File: src/rtl/pll_sup_pkg.sv
package pll_sup_pkg;
  typedef enum logic [1:0] {
    MODE_OFF  = 2'd0,
    MODE_BYP  = 2'd1,
    MODE_NORM = 2'd2
  } pll_mode_e;

  localparam logic [1:0] SEL_XTAL = 2'd0;
  localparam logic [1:0] SEL_PLL  = 2'd1;
  localparam logic [1:0] SEL_SCM  = 2'd2;

  localparam int NFLAG   = 3;
  localparam int FL_LOL  = 0;
  localparam int FL_XTAL = 1;
  localparam int FL_PCLK = 2;

  localparam logic [1:0] CAUSE_NONE = 2'd0;
  localparam logic [1:0] CAUSE_LOL  = 2'd1;
  localparam logic [1:0] CAUSE_XTAL = 2'd2;
  localparam logic [1:0] CAUSE_PCLK = 2'd3;
endpackage

File: src/rtl/pll_lock_filter.sv
module pll_lock_filter #(
  parameter int LOCK_CNT = 16
) (
  input  logic clk,
  input  logic rst,
  input  logic pwr_en,
  input  logic lock_raw,
  output logic locked,
  output logic loss_evt
);
  localparam int CW = (LOCK_CNT > 1) ? $clog2(LOCK_CNT) : 1;
  localparam logic [CW-1:0] CNT_TOP = CW'(LOCK_CNT - 1);

  logic [CW-1:0] run_cnt;

  always_ff @(posedge clk) begin
    if (rst) begin
      run_cnt <= '0;
      locked  <= 1'b0;
    end else if (!pwr_en || !lock_raw) begin
      run_cnt <= '0;
      locked  <= 1'b0;
    end else if (run_cnt == CNT_TOP) begin
      locked  <= 1'b1;
    end else begin
      run_cnt <= run_cnt + 1'b1;
    end
  end

  // loss is only meaningful while the loop is powered and was locked
  assign loss_evt = locked & ~lock_raw & pwr_en;

  // lock can only be declared on an edge that saw the raw lock high
  p_acq_needs_raw_r3: assert property (@(posedge clk) disable iff (rst)
    $rose(locked) |-> $past(lock_raw) && $past(pwr_en));

  // powering the PLL down drops the lock at the following edge
  p_off_unlocks_r4: assert property (@(posedge clk) disable iff (rst)
    !pwr_en |=> !locked);

  // a loss event is always followed by an unlocked state
  p_loss_drops_r4: assert property (@(posedge clk) disable iff (rst)
    loss_evt |=> !locked);
endmodule

File: src/rtl/pll_fault_ctrl.sv
module pll_fault_ctrl
  import pll_sup_pkg::*;
(
  input  logic             clk,
  input  logic             rst,
  input  logic             pwr_en,
  input  logic             loss_evt,
  input  logic             xtal_ok,
  input  logic             pllclk_ok,
  input  logic             lol_rst_en,
  input  logic             xtal_rst_en,
  input  logic             pll_rst_en,
  input  logic [NFLAG-1:0] irq_en,
  input  logic [NFLAG-1:0] flag_clr,
  output logic [NFLAG-1:0] flags,
  output logic             irq,
  output logic             rst_req,
  output logic [1:0]       rst_cause,
  output logic             fallback_set
);
  logic             xbad_q, pbad_q;
  logic             xbad, pbad, x_evt, p_evt;
  logic             lol_hit, x_hit, p_hit;
  logic [NFLAG-1:0] set_vec, flags_nxt;

  assign xbad  = ~xtal_ok;
  assign pbad  = pwr_en & ~pllclk_ok;
  assign x_evt = xbad & ~xbad_q;
  assign p_evt = pbad & ~pbad_q;

  assign lol_hit = loss_evt & lol_rst_en;
  assign x_hit   = x_evt & xtal_rst_en;
  assign p_hit   = p_evt & pll_rst_en;

  always_comb begin
    set_vec          = '0;
    set_vec[FL_LOL]  = loss_evt & ~lol_rst_en;
    set_vec[FL_XTAL] = x_evt & ~xtal_rst_en;
    set_vec[FL_PCLK] = p_evt & ~pll_rst_en;
    flags_nxt        = (flags & ~flag_clr) | set_vec;
  end

  assign fallback_set = set_vec[FL_PCLK];

  always_ff @(posedge clk) begin
    if (rst) begin
      xbad_q    <= 1'b0;
      pbad_q    <= 1'b0;
      flags     <= '0;
      irq       <= 1'b0;
      rst_req   <= 1'b0;
      rst_cause <= CAUSE_NONE;
    end else begin
      xbad_q  <= xbad;
      pbad_q  <= pbad;
      flags   <= flags_nxt;
      irq     <= |(flags_nxt & irq_en);
      rst_req <= lol_hit | x_hit | p_hit;
      if (p_hit)        rst_cause <= CAUSE_PCLK;
      else if (x_hit)   rst_cause <= CAUSE_XTAL;
      else if (lol_hit) rst_cause <= CAUSE_LOL;
    end
  end

  // every reset request comes with a recorded cause
  p_cause_valid_r12: assert property (@(posedge clk) disable iff (rst)
    rst_req |-> rst_cause != CAUSE_NONE);

  // a flag not being cleared survives to the next cycle
  p_flag_sticky_r10: assert property (@(posedge clk) disable iff (rst)
    1'b1 |=> ((flags & $past(flags & ~flag_clr)) == $past(flags & ~flag_clr)));

  // a crystal that stays bad never produces back-to-back events
  p_xtal_edge_r6: assert property (@(posedge clk) disable iff (rst)
    x_evt |=> !x_evt);
endmodule

File: src/rtl/pll_mode_ctrl.sv
module pll_mode_ctrl
  import pll_sup_pkg::*;
(
  input  logic       clk,
  input  logic       rst,
  input  logic       mode_wr,
  input  logic [1:0] mode_sel,
  input  logic       locked,
  input  logic       fallback_set,
  input  logic       ref_lost,
  output logic       pwr_en,
  output logic [1:0] clk_sel,
  output logic       scm
);
  pll_mode_e mode_q;
  logic      fb_q;
  logic      wr_ok;

  assign wr_ok = mode_wr && (mode_sel != 2'd3);

  always_ff @(posedge clk) begin
    if (rst) begin
      mode_q <= MODE_BYP;
      fb_q   <= 1'b0;
      scm    <= 1'b0;
    end else begin
      scm <= ref_lost;
      if (wr_ok) mode_q <= pll_mode_e'(mode_sel);
      if (fallback_set)  fb_q <= 1'b1;
      else if (wr_ok)    fb_q <= 1'b0;
    end
  end

  assign pwr_en = (mode_q != MODE_OFF);

  always_comb begin
    if (scm)                                          clk_sel = SEL_SCM;
    else if (mode_q == MODE_NORM && locked && !fb_q)  clk_sel = SEL_PLL;
    else                                              clk_sel = SEL_XTAL;
  end

  // the PLL is never selected while unpowered
  p_pll_needs_pwr_r9: assert property (@(posedge clk) disable iff (rst)
    clk_sel == SEL_PLL |-> pwr_en && locked);

  // fallback is held until a mode write
  p_fb_hold_r8: assert property (@(posedge clk) disable iff (rst)
    fb_q && !mode_wr |=> fb_q);

  // loss of the reference enters self-clocked mode next cycle
  p_scm_entry_r13: assert property (@(posedge clk) disable iff (rst)
    ref_lost |=> scm && clk_sel == SEL_SCM);
endmodule

File: src/rtl/pll_supervisor.sv
module pll_supervisor
  import pll_sup_pkg::*;
#(
  parameter int LOCK_CNT = 16
) (
  input  logic             clk,
  input  logic             rst,
  input  logic             mode_wr,
  input  logic [1:0]       mode_sel,
  input  logic             lock_raw,
  input  logic             xtal_ok,
  input  logic             pllclk_ok,
  input  logic             ref_lost,
  input  logic             lol_rst_en,
  input  logic             xtal_rst_en,
  input  logic             pll_rst_en,
  input  logic [NFLAG-1:0] irq_en,
  input  logic [NFLAG-1:0] flag_clr,
  output logic             pll_pwr_en,
  output logic [1:0]       clk_sel,
  output logic             locked,
  output logic             scm,
  output logic [NFLAG-1:0] flags,
  output logic             irq,
  output logic             rst_req,
  output logic [1:0]       rst_cause
);
  logic loss_evt;
  logic fallback_set;

  pll_lock_filter #(.LOCK_CNT(LOCK_CNT)) u_lock (
    .clk      (clk),
    .rst      (rst),
    .pwr_en   (pll_pwr_en),
    .lock_raw (lock_raw),
    .locked   (locked),
    .loss_evt (loss_evt)
  );

  pll_fault_ctrl u_fault (
    .clk          (clk),
    .rst          (rst),
    .pwr_en       (pll_pwr_en),
    .loss_evt     (loss_evt),
    .xtal_ok      (xtal_ok),
    .pllclk_ok    (pllclk_ok),
    .lol_rst_en   (lol_rst_en),
    .xtal_rst_en  (xtal_rst_en),
    .pll_rst_en   (pll_rst_en),
    .irq_en       (irq_en),
    .flag_clr     (flag_clr),
    .flags        (flags),
    .irq          (irq),
    .rst_req      (rst_req),
    .rst_cause    (rst_cause),
    .fallback_set (fallback_set)
  );

  pll_mode_ctrl u_mode (
    .clk          (clk),
    .rst          (rst),
    .mode_wr      (mode_wr),
    .mode_sel     (mode_sel),
    .locked       (locked),
    .fallback_set (fallback_set),
    .ref_lost     (ref_lost),
    .pwr_en       (pll_pwr_en),
    .clk_sel      (clk_sel),
    .scm          (scm)
  );

  // an interrupt implies at least one flag is present
  p_irq_has_flag_r11: assert property (@(posedge clk) disable iff (rst)
    irq |-> flags != '0);

  // the clock cannot come from the PLL while it is unpowered
  p_off_no_pll_r2: assert property (@(posedge clk) disable iff (rst)
    !pll_pwr_en |-> clk_sel != SEL_PLL);
endmodule

File: config.mk
export PLATFORM = sky130hd
export DESIGN_NAME = pll_supervisor
export DESIGN_NICKNAME = d
export VERILOG_FILES = /design/src/rtl/pll_sup_pkg.sv /design/src/rtl/pll_lock_filter.sv /design/src/rtl/pll_fault_ctrl.sv /design/src/rtl/pll_mode_ctrl.sv /design/src/rtl/pll_supervisor.sv
export SDC_FILE = /design/constraint.sdc
export NUM_CORES = 1
export LEC_CHECK = 0
export BUFFER_PORTS_ARGS = -buffer_cell sky130_fd_sc_hd__buf_4
export CAP_MARGIN = 30
export CORE_MARGIN = 8
export CORE_UTILIZATION = 35
export CTS_CLUSTER_DIAMETER = 100
export DETAILED_ROUTE_END_ITERATION = 10
export PLACE_DENSITY = 0.71
export SYNTH_ARGS = -nofsm -noshare
export SYNTH_HDL_FRONTEND = slang
export SYNTH_SLANG_ARGS = --single-unit
File: constraint.sdc
create_clock -name clk -period 1.85 [get_ports clk]
set_input_delay 0.185 -clock clk [delete_from_list [all_inputs] [get_ports clk]]
set_output_delay 0.185 -clock clk [all_outputs]
set_load 0.01 [all_outputs]
-- After elaboration in Yosys (flattened, before gate mapping)
Cells that the tools add are included.
- register bits: 18
- input port bits: 18
- word-level logic and storage cells: 59
- output and inout bits: 12
- bitwise operators: 25
- add/subtract/negate cells: 1
- reductions and logical operators: 12
- muxes and demuxes: 7
- eq/ne operators: 3
- operators with widths (operator ; count):
    $and A1 B1 Y1 ; 11
    $mux W2 ; 4
    $not A1 Y1 ; 8
    $and A3 B3 Y3 ; 2
    $add A4 B1 Y4 const B ; 1
    $eq A4 B4 Y1 const B ; 1
    $reduce_bool A2 Y1 ; 2
    $logic_and A1 B1 Y1 ; 3
    $logic_not A1 Y1 ; 3
    $mux W1 ; 3
    $not A3 Y3 ; 1
    $or A3 B3 Y3 ; 1
    $reduce_bool A3 Y1 ; 1
    $reduce_or A3 Y1 ; 1
    $eq A2 B2 Y1 const B ; 1
    $ne A2 B2 Y1 const B ; 1
    $or A1 B1 Y1 ; 2
    $reduce_or A2 Y1 ; 1
    $logic_or A1 B1 Y1 ; 1

-- Depth between registers and ports, before layout
- depth after elaboration: 7
- gate-level depth with buffers: 5
- gate-level depth less buffers: 5

-- Modules after synthesis
A second synthesis with hierarchy kept.
- cell total of the unflattened synthesis: 80
- area, all modules: 754.5 µm²
- modules (own cells, without submodules) (module ; area each (µm²) ; sequential area each (µm²) ; times used ; cells an instance):
    pll_fault_ctrl ; 361.6 ; 180.2 ; 1 ; 37
    pll_lock_filter ; 212.7 ; 100.1 ; 1 ; 23
    pll_mode_ctrl ; 180.2 ; 80.1 ; 1 ; 20

-- Least setup slack after synthesis
OpenSTA, ideal clock, no wires.
- kind: register to output
- start: register u_lock.locked
- end: output port clk_sel[0]
- arrival time: 938 ps
- data required time: 1665 ps
- buffers on the path: 0
- setup slack: 727 ps
- stages on the path, launching flop included: 3
- cell sequence: dfxtp_1 > inv_1 > nor4_1
- longest elaborated chain between the ends: 4
- ends and longest elaborated chain (what ; line ; text):
    start, declared ; pll_lock_filter.sv:8 ; output logic locked,
    start signal, assigned ; pll_lock_filter.sv:19 ; locked <= 1'b0;
    start signal, assigned ; pll_lock_filter.sv:22 ; locked <= 1'b0;
    start signal, assigned ; pll_lock_filter.sv:24 ; locked <= 1'b1;
    $logic_and A1 B1 Y1 (2 in a row) ; pll_mode_ctrl.sv:38 ; else if (mode_q == MODE_NORM && locked && !fb_q) clk_sel = SEL_PLL;
    $mux W1 ; pll_mode_ctrl.sv:38 ;
    $mux W2 ; pll_mode_ctrl.sv:37 ; if (scm) clk_sel = SEL_SCM;
    end, declared ; pll_supervisor.sv:20 ; output logic [1:0] clk_sel,
No other way between the ends.

-- Worst setup path in the final report
Same ends and word-level chain as after synthesis.

==> flow_metrics.py <==
metrics = {
    "run_status": {
        "outcome": "finished clean",
    },
    "critical_path": {
        "rr_endpoint": "u_lock.run_cnt[1]$_SDFFE_PP0P_",
        "cp.required_ns": 1.66,
        "worstPathMaxFanout": 3,
        "arrival_ns": 1.24,
        "rr_startpoint": "u_lock.run_cnt[0]$_SDFFE_PP0P_",
        "reg2reg_depth": 4,
        "startpoint_type": "register",
        "setup.worst_path.class": "register to output pin",
        "cp-end-kind": "output pin",
        "r2r_slack_ns": 0.70,
    },
    "sta": {
        "setup_tns_ns": 0,
        "setup_viol": 0,
        "finalCritPeriodShare_pct": 76.8,
        "fmax_mhz": 704,
        "clock_skew_ns": 0.00194,
        "rsz0062_at_grt": "false",
        "drv_slew": 0,
        "worstMarginPinSlew_ns": 0.304,
        "hold_violations": 0,
        "period_needed_ns": 1.42,
        "slew_headroom_pct": 79.5,
    },
    "floorplanning": {
        "die_x_um": 61.5,
        "core_um2": 1960,
        "die_h_um": 61.5,
        "start_util_pct": 36.9,
        "rows": 16,
        "io_pins": 30,
        "die_area_um2": 3780,
    },
    "detailed_routing": {
        "dr.pass1.iters": 4,
        "wl_um": 1670,
        "drt_iter0_drc": 8,
        "viasPerCell": 4.69,
        "drc": 0,
        "ant_nets": 0,
        "wl_per_cell_um": 12.2,
        "vias": 642,
    },
    "hold_path": {
        "worstHoldPathCells": 2,
        "hold_class": "primary input to register",
        "min_to": "u_fault.xbad_q$_SDFF_PP0_",
        "min_from": "xtal_ok",
    },
    "yosys": {
        "synth_top_area_share_pct": 49.8,
        "yosysSeqAreaShare_pct": 49.8,
        "synth-edff-count": 0,
        "synthDistinctLibCells": 29,
        "netlist_area_um2": 723,
        "synth-main-ff-cell": "dfxtp_1",
        "yosys.area.top_type": "dfxtp_1",
        "synthCells": 79,
        "synth-async-reset-ratio_pct": 0,
        "ys_top_cells_by_count": "dfxtp_1, nor2_1, nand2_1",
        "synth_area_leaders": "dfxtp_1, nor2_1, nand2_1",
        "yosysWarningCount": 0,
        "avgSynthCellArea_um2": 9.15,
        "synth.net_count": 98,
        "ys_seq_elements": 18,
        "synth_most_common_cell": "dfxtp_1",
    },
    "final_layout": {
        "fin_nets": 130,
        "drive_gt1_share_pct": 36.4,
        "synthToLayoutAreaGrowth_pct": 38.1,
        "design_area_um2": 998,
        "num-fill-cells": 205,
        "antenna-diode-count": 0,
        "final_cell_count_no_fill": 137,
    },
    "global_routing": {
        "grt_first_pass_wirelength_um": 2730,
        "grt_pass1_vias": 621,
        "grt_max_degree": 13,
        "grt-ovfl-total": 0,
        "grt_usage_pct": 9.66,
        "antenna_found_initial": 0,
    },
    "clock_network": {
        "worstSkewPairLatency_ns": 0.28,
        "cts_setup_buffers": 0,
        "hold_buffers": 0,
        "cts_resized": 0,
        "tritoncts": "yes",
        "cts_buffers": 3,
        "cts_max_path_buffers": 2,
        "cts_sinks": 18,
        "root_buffer": "clkbuf_4",
        "htreeDepth": 1,
        "clkTransAtPathRegs_ns": 0.10,
    },
    "power": {
        "comb_power_share_pct": 14.0,
        "swShare_pct": 23.0,
        "p_seq_share_pct": 55.1,
        "pwr-share-clk_pct": 30.9,
        "power.density_nw_per_um2": 759,
        "switchingPower_mw": 0.175,
        "finalPower_mw": 0.758,
        "p_int_mw": 0.583,
        "leakage_nw": 0.458,
        "peakVddDrop_uv": 512,
    },
    "placed_design": {
        "dp_hpwl_um": 1430,
        "globalplace.congestion": 0.703,
        "dp.cells": 133,
        "port_buffers": 29,
        "placed_area_um2": 962,
    },
    "job": {
        "max_cap_violations": 0,
    },
}
==> worst max path at each step <==
stage	from	end	cells past startpoint
final	u_lock.locked$_SDFFE_PP0N_	clk_sel[0]	3
after detailed placement	u_lock.locked$_SDFFE_PP0N_	u_fault.irq$_SDFF_PP0_	4
after global routing	u_lock.locked$_SDFFE_PP0N_	clk_sel[0]	3
after CTS	u_lock.locked$_SDFFE_PP0N_	clk_sel[0]	3
after global placement	u_lock.locked$_SDFFE_PP0N_	clk_sel[0]	3
after floorplan	u_lock.locked$_SDFFE_PP0N_	clk_sel[0]	2
==> registers in the layout, indices dropped and copies added, names as in the netlist, 2 cells and up <==
signal / flops
u_mode.mode_q: 2
u_fault.flags: 3
u_lock.run_cnt: 4
u_fault.rst_cause: 2
==> worst max-delay path, stage by stage, from the launching register on <==
cell	delay, ns
dfxtp_1	0.38
inv_1	0.10
nor4_1	0.30
buf_4	0.17
==> stage by stage <==
step,hold slack (ns),util (%),setup WS [ns]
after floorplan,0.252,-,0.727
after global placement,0.350,49.0,0.734
after detailed placement,0.352,49.0,0.707
after CTS,0.0334,50.9,0.391
after global routing,0.0408,50.9,0.255
final,0.0431,50.9,0.429
==> layout by cell type, fill, tap and decap left out, types with 2 or more instances in the layout <==
cell | Yosys | layout
nand2b_1 | 2 | 2
a22o_1 | 2 | 2
nand2_1 | 7 | 7
clkbuf_4 | 0 | 3
a21oi_1 | 4 | 4
nor3_1 | 3 | 3
nand3_1 | 4 | 4
nor2_1 | 12 | 12
nor2b_1 | 2 | 2
buf_4 | 1 | 29
inv_1 | 4 | 4
dfxtp_1 | 18 | 18
a31oi_1 | 3 | 3
==> final cells by class <==
cell class	count	area, um2	area share [%]
flip-flops and latches	18	360	36.1
well taps	27	33.8	3.38
multi-input cells	53	325	32.6
inverters	6	25.0	2.51
clock buffers	4	36.3	3.63
repair buffers	29	218	21.8
==> kinds of logic after synthesis <==
family                     count (synthesis)  synth area share [%]
muxes                                      1                  1.38
adders and majority gates                  1                  1.73
xor gates and xnor gates                   1                  1.21
DFF                                       18                  49.8
and+or+nand+nor                           35                  25.3
AOI/OAI and AO/OA                         15                  15.4
buffers and inverters                      8                  5.19
==> layer usage <==
metal	track usage, %	wire, um	vias up
met1	11.1	745	285
met5	0	0	-
met2	15.5	797	17
met4	1.95	13	0
li1	-	-	338
met3	5.22	112	2
==> power by group through the flow <==
stage / combinational [mW] / clock (mW) / sequential, mW
global placement: 0.106 / 0 / 0.426
finish: 0.106 / 0.234 / 0.418
floorplan: 0.0456 / 0 / 0.430
detailed placement: 0.108 / 0 / 0.427
CTS: 0.108 / 0.243 / 0.418
global route: 0.117 / 0.262 / 0.421
No activity file was read; power rests on OpenSTA's default activity.
